<file path="src/rtl/i2c_bufctl_pkg.sv">
package i2c_bufctl_pkg;
  typedef enum logic {
    XFER_TX = 1'b0,
    XFER_RX = 1'b1
  } xfer_dir_e;

  typedef struct packed {
    logic      stretch_en;
    logic      master;
    xfer_dir_e dir;
  } mode_t;
endpackage

</file>
<file path="src/rtl/i2c_bufctl_rx.sv">
module i2c_bufctl_rx #(
  parameter int unsigned DW = 8
) (
  input  logic          clk_i,
  input  logic          rst_ni,
  input  logic          stretch_en_i,
  input  logic          done_i,
  input  logic [DW-1:0] data_i,
  input  logic          rd_i,
  output logic [DW-1:0] dr_o,
  output logic          rbne_o,
  output logic          btc_o,
  output logic          ovr_set_o
);
  logic [DW-1:0] dr_q, park_q;
  logic rbne_q, btc_q, pend_q;
  logic rd_hit, space, park_ok;

  always_comb begin
    rd_hit  = rd_i & rbne_q;
    space   = (~rbne_q | rd_i) & ~pend_q & ~btc_q;
    park_ok = stretch_en_i & ~btc_q;
  end

  always_ff @(posedge clk_i or negedge rst_ni) begin
    if (!rst_ni) begin
      dr_q   <= '0;
      park_q <= '0;
      rbne_q <= 1'b0;
      btc_q  <= 1'b0;
      pend_q <= 1'b0;
    end else begin
      // parked byte moves up one cycle after the read
      if (pend_q) begin
        dr_q   <= park_q;
        rbne_q <= 1'b1;
        pend_q <= 1'b0;
      end
      if (rd_hit) begin
        rbne_q <= 1'b0;
        btc_q  <= 1'b0;
        pend_q <= btc_q;
      end
      if (done_i) begin
        if (space) begin
          dr_q   <= data_i;
          rbne_q <= 1'b1;
        end else if (park_ok) begin
          park_q <= data_i;
          btc_q  <= 1'b1;
        end
      end
    end
  end

  assign dr_o      = dr_q;
  assign rbne_o    = rbne_q;
  assign btc_o     = btc_q;
  assign ovr_set_o = done_i & ~space & ~park_ok;

  assert_keep_old_R4: assert property (@(posedge clk_i) disable iff (!rst_ni)
    (done_i && !space && !stretch_en_i && !pend_q) |=> $stable(dr_q));

  assert_btc_clr_R9: assert property (@(posedge clk_i) disable iff (!rst_ni)
    (rd_hit && !done_i) |=> !btc_q);
endmodule

</file>
<file path="src/rtl/i2c_bufctl_tx.sv">
module i2c_bufctl_tx #(
  parameter int unsigned DW = 8
) (
  input  logic          clk_i,
  input  logic          rst_ni,
  input  logic          stretch_en_i,
  input  logic          need_i,
  input  logic          wr_i,
  input  logic [DW-1:0] wdata_i,
  output logic [DW-1:0] dr_o,
  output logic          tbe_o,
  output logic          btc_o,
  output logic          load_o,
  output logic [DW-1:0] byte_o,
  output logic          unr_o
);
  localparam logic [DW-1:0] FILL = '1;

  logic [DW-1:0] dr_q, byte_q;
  logic tbe_q, btc_q, pend_q, load_q;

  always_ff @(posedge clk_i or negedge rst_ni) begin
    if (!rst_ni) begin
      dr_q   <= '0;
      byte_q <= '0;
      tbe_q  <= 1'b1;
      btc_q  <= 1'b0;
      pend_q <= 1'b0;
      load_q <= 1'b0;
    end else begin
      load_q <= 1'b0;
      // stalled request served once a write refilled the buffer
      if (pend_q && !tbe_q) begin
        byte_q <= dr_q;
        load_q <= 1'b1;
        tbe_q  <= 1'b1;
        pend_q <= 1'b0;
      end
      if (need_i) begin
        if (!tbe_q) begin
          byte_q <= dr_q;
          load_q <= 1'b1;
          tbe_q  <= 1'b1;
        end else if (stretch_en_i) begin
          btc_q  <= 1'b1;
          pend_q <= 1'b1;
        end else begin
          byte_q <= FILL;
          load_q <= 1'b1;
        end
      end
      if (wr_i) begin
        dr_q  <= wdata_i;
        tbe_q <= 1'b0;
        btc_q <= 1'b0;
      end
    end
  end

  assign dr_o   = dr_q;
  assign tbe_o  = tbe_q;
  assign btc_o  = btc_q;
  assign load_o = load_q;
  assign byte_o = byte_q;
  assign unr_o  = need_i & tbe_q & ~stretch_en_i;

  assert_fill_R5: assert property (@(posedge clk_i) disable iff (!rst_ni)
    (need_i && tbe_q && !stretch_en_i && !wr_i) |=> (load_o && byte_o == FILL));

  assert_handover_R2: assert property (@(posedge clk_i) disable iff (!rst_ni)
    (pend_q && !tbe_q) |=> (load_o && tbe_o));
endmodule

</file>
<file path="src/rtl/i2c_bufctl_dma.sv">
module i2c_bufctl_dma (
  input  logic clk_i,
  input  logic rst_ni,
  input  logic en_i,
  input  logic dir_rx_i,
  input  logic master_i,
  input  logic last_i,
  input  logic final_i,
  input  logic rbne_i,
  input  logic tbe_i,
  input  logic ack_i,
  output logic req_o,
  output logic nack_final_o,
  output logic stop_o
);
  logic gap_q, stop_q, last_rx;

  assign last_rx      = dir_rx_i & master_i & en_i & last_i & final_i;
  assign nack_final_o = last_rx;
  assign req_o        = en_i & (dir_rx_i ? rbne_i : tbe_i) & ~gap_q;
  assign stop_o       = stop_q;

  always_ff @(posedge clk_i or negedge rst_ni) begin
    if (!rst_ni) begin
      gap_q  <= 1'b0;
      stop_q <= 1'b0;
    end else begin
      gap_q  <= ack_i;
      stop_q <= last_rx & ack_i;
    end
  end

  assert_gap_R8: assert property (@(posedge clk_i) disable iff (!rst_ni)
    ack_i |=> !req_o);

  assert_stop_pulse_R11: assert property (@(posedge clk_i) disable iff (!rst_ni)
    (stop_o && !(last_rx && ack_i)) |=> !stop_o);
endmodule

</file>
<file path="src/rtl/i2c_bufctl.sv">
module i2c_bufctl
  import i2c_bufctl_pkg::*;
#(
  parameter int unsigned DW = 8
) (
  input  logic          clk_i,
  input  logic          rst_ni,
  input  logic          slave_i,
  input  logic          stretch_off_i,
  input  logic          rx_mode_i,
  input  logic          ack_en_i,
  input  logic          dma_en_i,
  input  logic          dma_last_i,
  input  logic          dma_final_i,
  input  logic          byte_done_i,
  input  logic [DW-1:0] rx_byte_i,
  input  logic          byte_need_i,
  output logic          tx_load_o,
  output logic [DW-1:0] tx_byte_o,
  output logic          scl_hold_o,
  output logic          ack_o,
  input  logic          reg_rd_i,
  input  logic          reg_wr_i,
  input  logic [DW-1:0] reg_wdata_i,
  output logic [DW-1:0] reg_rdata_o,
  input  logic          ovr_clr_i,
  output logic          tbe_o,
  output logic          rbne_o,
  output logic          btc_o,
  output logic          ovr_o,
  output logic          dma_req_o,
  input  logic          dma_ack_i,
  input  logic [DW-1:0] dma_wdata_i,
  output logic          stop_req_o
);
  mode_t mode;
  logic is_rx, stretch_en;
  logic rx_rd, tx_wr, rx_done, tx_need;
  logic [DW-1:0] tx_wdata, rx_dr, tx_dr;
  logic rx_rbne, rx_btc, rx_ovr;
  logic tx_tbe, tx_btc, tx_unr;
  logic nack_final, ovr_q;

  always_comb begin
    mode.stretch_en = ~(slave_i & stretch_off_i);
    mode.master     = ~slave_i;
    mode.dir        = rx_mode_i ? XFER_RX : XFER_TX;
  end

  assign is_rx      = (mode.dir == XFER_RX);
  assign stretch_en = mode.stretch_en;
  assign rx_rd      = is_rx & (reg_rd_i | dma_ack_i);
  assign tx_wr      = ~is_rx & (reg_wr_i | dma_ack_i);
  assign tx_wdata   = reg_wr_i ? reg_wdata_i : dma_wdata_i;
  assign rx_done    = is_rx & byte_done_i;
  assign tx_need    = ~is_rx & byte_need_i;

  i2c_bufctl_rx #(.DW(DW)) u_rx (
    .clk_i       (clk_i),
    .rst_ni      (rst_ni),
    .stretch_en_i(stretch_en),
    .done_i      (rx_done),
    .data_i      (rx_byte_i),
    .rd_i        (rx_rd),
    .dr_o        (rx_dr),
    .rbne_o      (rx_rbne),
    .btc_o       (rx_btc),
    .ovr_set_o   (rx_ovr)
  );

  i2c_bufctl_tx #(.DW(DW)) u_tx (
    .clk_i       (clk_i),
    .rst_ni      (rst_ni),
    .stretch_en_i(stretch_en),
    .need_i      (tx_need),
    .wr_i        (tx_wr),
    .wdata_i     (tx_wdata),
    .dr_o        (tx_dr),
    .tbe_o       (tx_tbe),
    .btc_o       (tx_btc),
    .load_o      (tx_load_o),
    .byte_o      (tx_byte_o),
    .unr_o       (tx_unr)
  );

  i2c_bufctl_dma u_dma (
    .clk_i       (clk_i),
    .rst_ni      (rst_ni),
    .en_i        (dma_en_i),
    .dir_rx_i    (is_rx),
    .master_i    (mode.master),
    .last_i      (dma_last_i),
    .final_i     (dma_final_i),
    .rbne_i      (rx_rbne),
    .tbe_i       (tx_tbe),
    .ack_i       (dma_ack_i),
    .req_o       (dma_req_o),
    .nack_final_o(nack_final),
    .stop_o      (stop_req_o)
  );

  always_ff @(posedge clk_i or negedge rst_ni) begin
    if (!rst_ni) ovr_q <= 1'b0;
    else         ovr_q <= (ovr_q & ~ovr_clr_i) | rx_ovr | tx_unr;
  end

  assign scl_hold_o  = stretch_en & (is_rx ? (rx_rbne & rx_btc) : (tx_tbe & tx_btc));
  assign ack_o       = is_rx & ack_en_i & ~nack_final;
  assign reg_rdata_o = is_rx ? rx_dr : tx_dr;
  assign tbe_o       = tx_tbe;
  assign rbne_o      = rx_rbne;
  assign btc_o       = is_rx ? rx_btc : tx_btc;
  assign ovr_o       = ovr_q;

  // the hold persists until the data register is accessed
  assert_hold_kept_R1: assert property (@(posedge clk_i) disable iff (!rst_ni)
    (scl_hold_o && !rx_rd && !tx_wr)
      |=> (scl_hold_o || !$stable(rx_mode_i) || !$stable(stretch_en)));

  assert_ovr_sticky_R6: assert property (@(posedge clk_i) disable iff (!rst_ni)
    (ovr_q && !ovr_clr_i) |=> ovr_q);
endmodule

</file>
<file path="config.mk">
export PLATFORM = sky130hd
export DESIGN_NAME = i2c_bufctl
export DESIGN_NICKNAME = d
export VERILOG_FILES = /design/src/rtl/i2c_bufctl_pkg.sv /design/src/rtl/i2c_bufctl_rx.sv /design/src/rtl/i2c_bufctl_tx.sv /design/src/rtl/i2c_bufctl_dma.sv /design/src/rtl/i2c_bufctl.sv
export SDC_FILE = /design/constraint.sdc
export NUM_CORES = 1
export LEC_CHECK = 0
export BUFFER_PORTS_ARGS = -buffer_cell sky130_fd_sc_hd__buf_2
export CORE_ASPECT_RATIO = 1.1
export CORE_MARGIN = 3
export CORE_UTILIZATION = 34
export CTS_CLUSTER_SIZE = 10
export DETAILED_ROUTE_END_ITERATION = 6
export GPL_ROUTABILITY_DRIVEN = 0
export PLACE_DENSITY_LB_ADDON = 0.3
export RECOVER_POWER = 25
export SLEW_MARGIN = 20
export SYNTH_ARGS = -nofsm -noshare
export SYNTH_HDL_FRONTEND = slang
export SYNTH_HIERARCHICAL = 1
export SYNTH_SLANG_ARGS = --single-unit
</file>
<file path="constraint.sdc">
create_clock -name clk_i -period 1.58 [get_ports clk_i]
set_input_delay 0.237 -clock clk_i [delete_from_list [all_inputs] [get_ports clk_i]]
set_output_delay 0.237 -clock clk_i [all_outputs]
set_load 0.1 [all_outputs]
</file>
==> impl_metrics.toml <==
[run_status]
outcome = "finished, violations left"
violations = "setup timing"

[finish]
final_cell_mix = "buf_2 (50), dfrtp_1 (40), mux2_2 (38), buf_12 (14), mux2_4 (11)"
multi_input_area_sq_um = 1060
seq_area_sq_um = 1060
nets = 275
fin_cells = 314
diodes = 0
final_common_cell = "buf_2"
synthToLayoutAreaGrowth_pct = 34.8
drive_gt1_share_pct = 61.6
n_fill_cell = 527
design_area_sq_um = 2930

[routing]
drc = 0
ant_nets = 0
vias_per_cell = 4.77
vias = 1498
drtIter0Drc = 74
drt_wl_total_microns = 4800
wire_per_inst_microns = 15.3
dr.pass1.iters = 5

[clocking]
cts_resized = 0
tritoncts = "yes"
clkLatencyLatePin_ns = 0.29
cts_max_level = 2
cts.sinks = 42
clkTransAtPathRegs_ns = 0.08
cts_inserted_buffers = 5
clockBufferDepth = 2
root_buffer = "clkbuf_8"

[sta]
rsz0062_at_grt = "true"
setup_viol = 2
max_slew.worst_pin.slew_ns = 0.750
fin_crit_sh_pct = 106
finClkSkew_ns = 0.00419
fin_ws_ns = -0.0872
finalHoldViolCount = 0
tns_ns = -0.173
max_freq_mhz = 600
slew_headroom_pct = 50.0
final_max_slew_viol_count = 0
period_needed_ns = 1.67

[die]
coreArea_sq_um = 5990
ios = 64
die_width_microns = 82.3
start_util_pct = 36.4
die-area_sq_um = 7400
row_count = 29
die_h_microns = 89.9

[logic_synthesis]
synth.avg_cell_area_sq_um = 13.4
synth_top_area_share_pct = 47.1
synth_edf_count = 0
yosysTopAreaCell = "dfrtp_1"
synth_nets = 201
netlist_instances = 162
ys_seq_elements = 42
syn-cell-area_sq_um = 2180
synth_area_leaders = "dfrtp_1 (47%), mux2_2 (20%), mux2_4 (7.6%)"
ys_seq_area_share_pct = 48.3
yosysWarnings = 6
ys_types = 35
synth_flop_cell = "dfrtp_1"
async_flop_share_pct = 100

[critical_path]
setup.worst_path.end_class = "output port"
critical_path_class = "reg2out"
critPathMaxFanout = 3
startpoint_type = "register"
required_ns = 1.34
worstPathArrival_ns = 1.43

[power_and_ir_drop]
power_density_nw_per_um2 = 1870
total_power_mw = 5.49
vdd_ir_drop_max_mv = 1.20
total_leakage_power_nw = 1.33

[grt]
overflow = 0
grt_pass1_wl_microns = 8040
grt_pass1_vias = 1599
grt_max_degree = 20
antenna_found_initial = 0
grtUsageTotal_pct = 14.1

[min_path]
hp-class = "in2reg"

[run]
drv_cap = 0

[placement]
place_ws_ns = -0.00234
placed_cell_area_sq_um = 2850
hpwl_microns = 3680
io_buffers = 63
placedCellCount = 304
-- layer usage --
layer  part of all wire (%)  track usage (%)
met1                     46             19.5
met2                     48             21.7
met3                    4.6             3.70
met4                   0.54             3.74
met5                      0                0
-- through the flow --
stage	hold slack (ns)	util, %
CTS	0.107	49.3
finish	0.114	49.0
floorplan	-0.0586	-
detailed placement	0.164	47.5
global route	0.121	49.0
global placement	0.160	47.5
-- synth_stat cells, drive strengths merged (2+ instances only) --
| cell | instances |
|---|---|
| o21a | 10 |
| nand2 | 4 |
| nor3 | 2 |
| and2 | 2 |
| a221o | 8 |
| or2 | 2 |
| o21ai | 3 |
| nor2 | 10 |
| a21oi | 2 |
| inv | 5 |
| nor2b | 3 |
| buf | 7 |
| nand3 | 2 |
| dfrtp | 41 |
| mux2 | 49 |
-- power breakdown --
part	total [mW]	internal (mW)	switching (mW)	leakage, nW
Sequential	1.71	1.45	0.256	0.506
Clock	0.695	0.310	0.384	0.0441
Combinational	3.09	1.14	1.95	0.781
Total	5.49	2.90	2.59	1.33
-- final cells by class --
cell class                 instances  area share [%]
inverter                           5           0.640
clock buffer                       5            2.35
timing repair buffer              75            20.7
tap                               77            3.28
clock inverter                     3           0.725
multi-input combinational        107            36.2
sequential                        42            36.1
-- logic make-up after synthesis --
kind of cell / share of synthesized area, %
mux: 27.7
flops: 48.3
simple gates: 8.97
compound gates: 10.6
buf+inv: 4.42
-- worst paths after layout --
kind | startpoint | end | slack, ns | cells after the start
setup / recovery | u_tx/tbe_o | scl_hold_o | -0.09 | 3
hold / removal | ovr_clr_i | ovr_o | 0.11 | 2
min in group asynchronous | rst_ni | u_rx/park_q[5] | 0.51 | 2
hold reg to reg | u_rx/park_q[3] | u_rx/park_q[3] | 0.51 | 1
max in group asynchronous | rst_ni | u_tx/byte_o[3] | 0.18 | 3
setup reg to reg | u_rx/rbne_o | u_rx/park_q[5] | 0.07 | 3
-- critical path, cell delays in order, from the launching register on --
cell and delay [ns]:
dfstp_4 0.65, nand3b_1 0.13, a21boi_4 0.17, buf_12 0.19
-- registers in the layout (all words and copies together) (netlist names) --
signal,count
u_tx/btc_o,1
u_rx/pend_q,1
u_tx/load_o,1
u_rx/dr_o,8
u_rx/park_q,8
u_tx/byte_o,8
u_dma/gap_q,1
u_rx/rbne_o,1
u_tx/dr_o,8
u_tx/tbe_o,1
u_tx/pend_q,1
ovr_o,1
u_rx/btc_o,1
u_dma/stop_o,1
-- what timing repair did --
action,CTS,global route
endpoints found under the setup margin,2,2
setup buffers,1,0
endpoints found under the hold margin,12,0
pin swaps,2,0
hold buffers,1,0
Note: power is estimated with default switching activity, not from simulation.
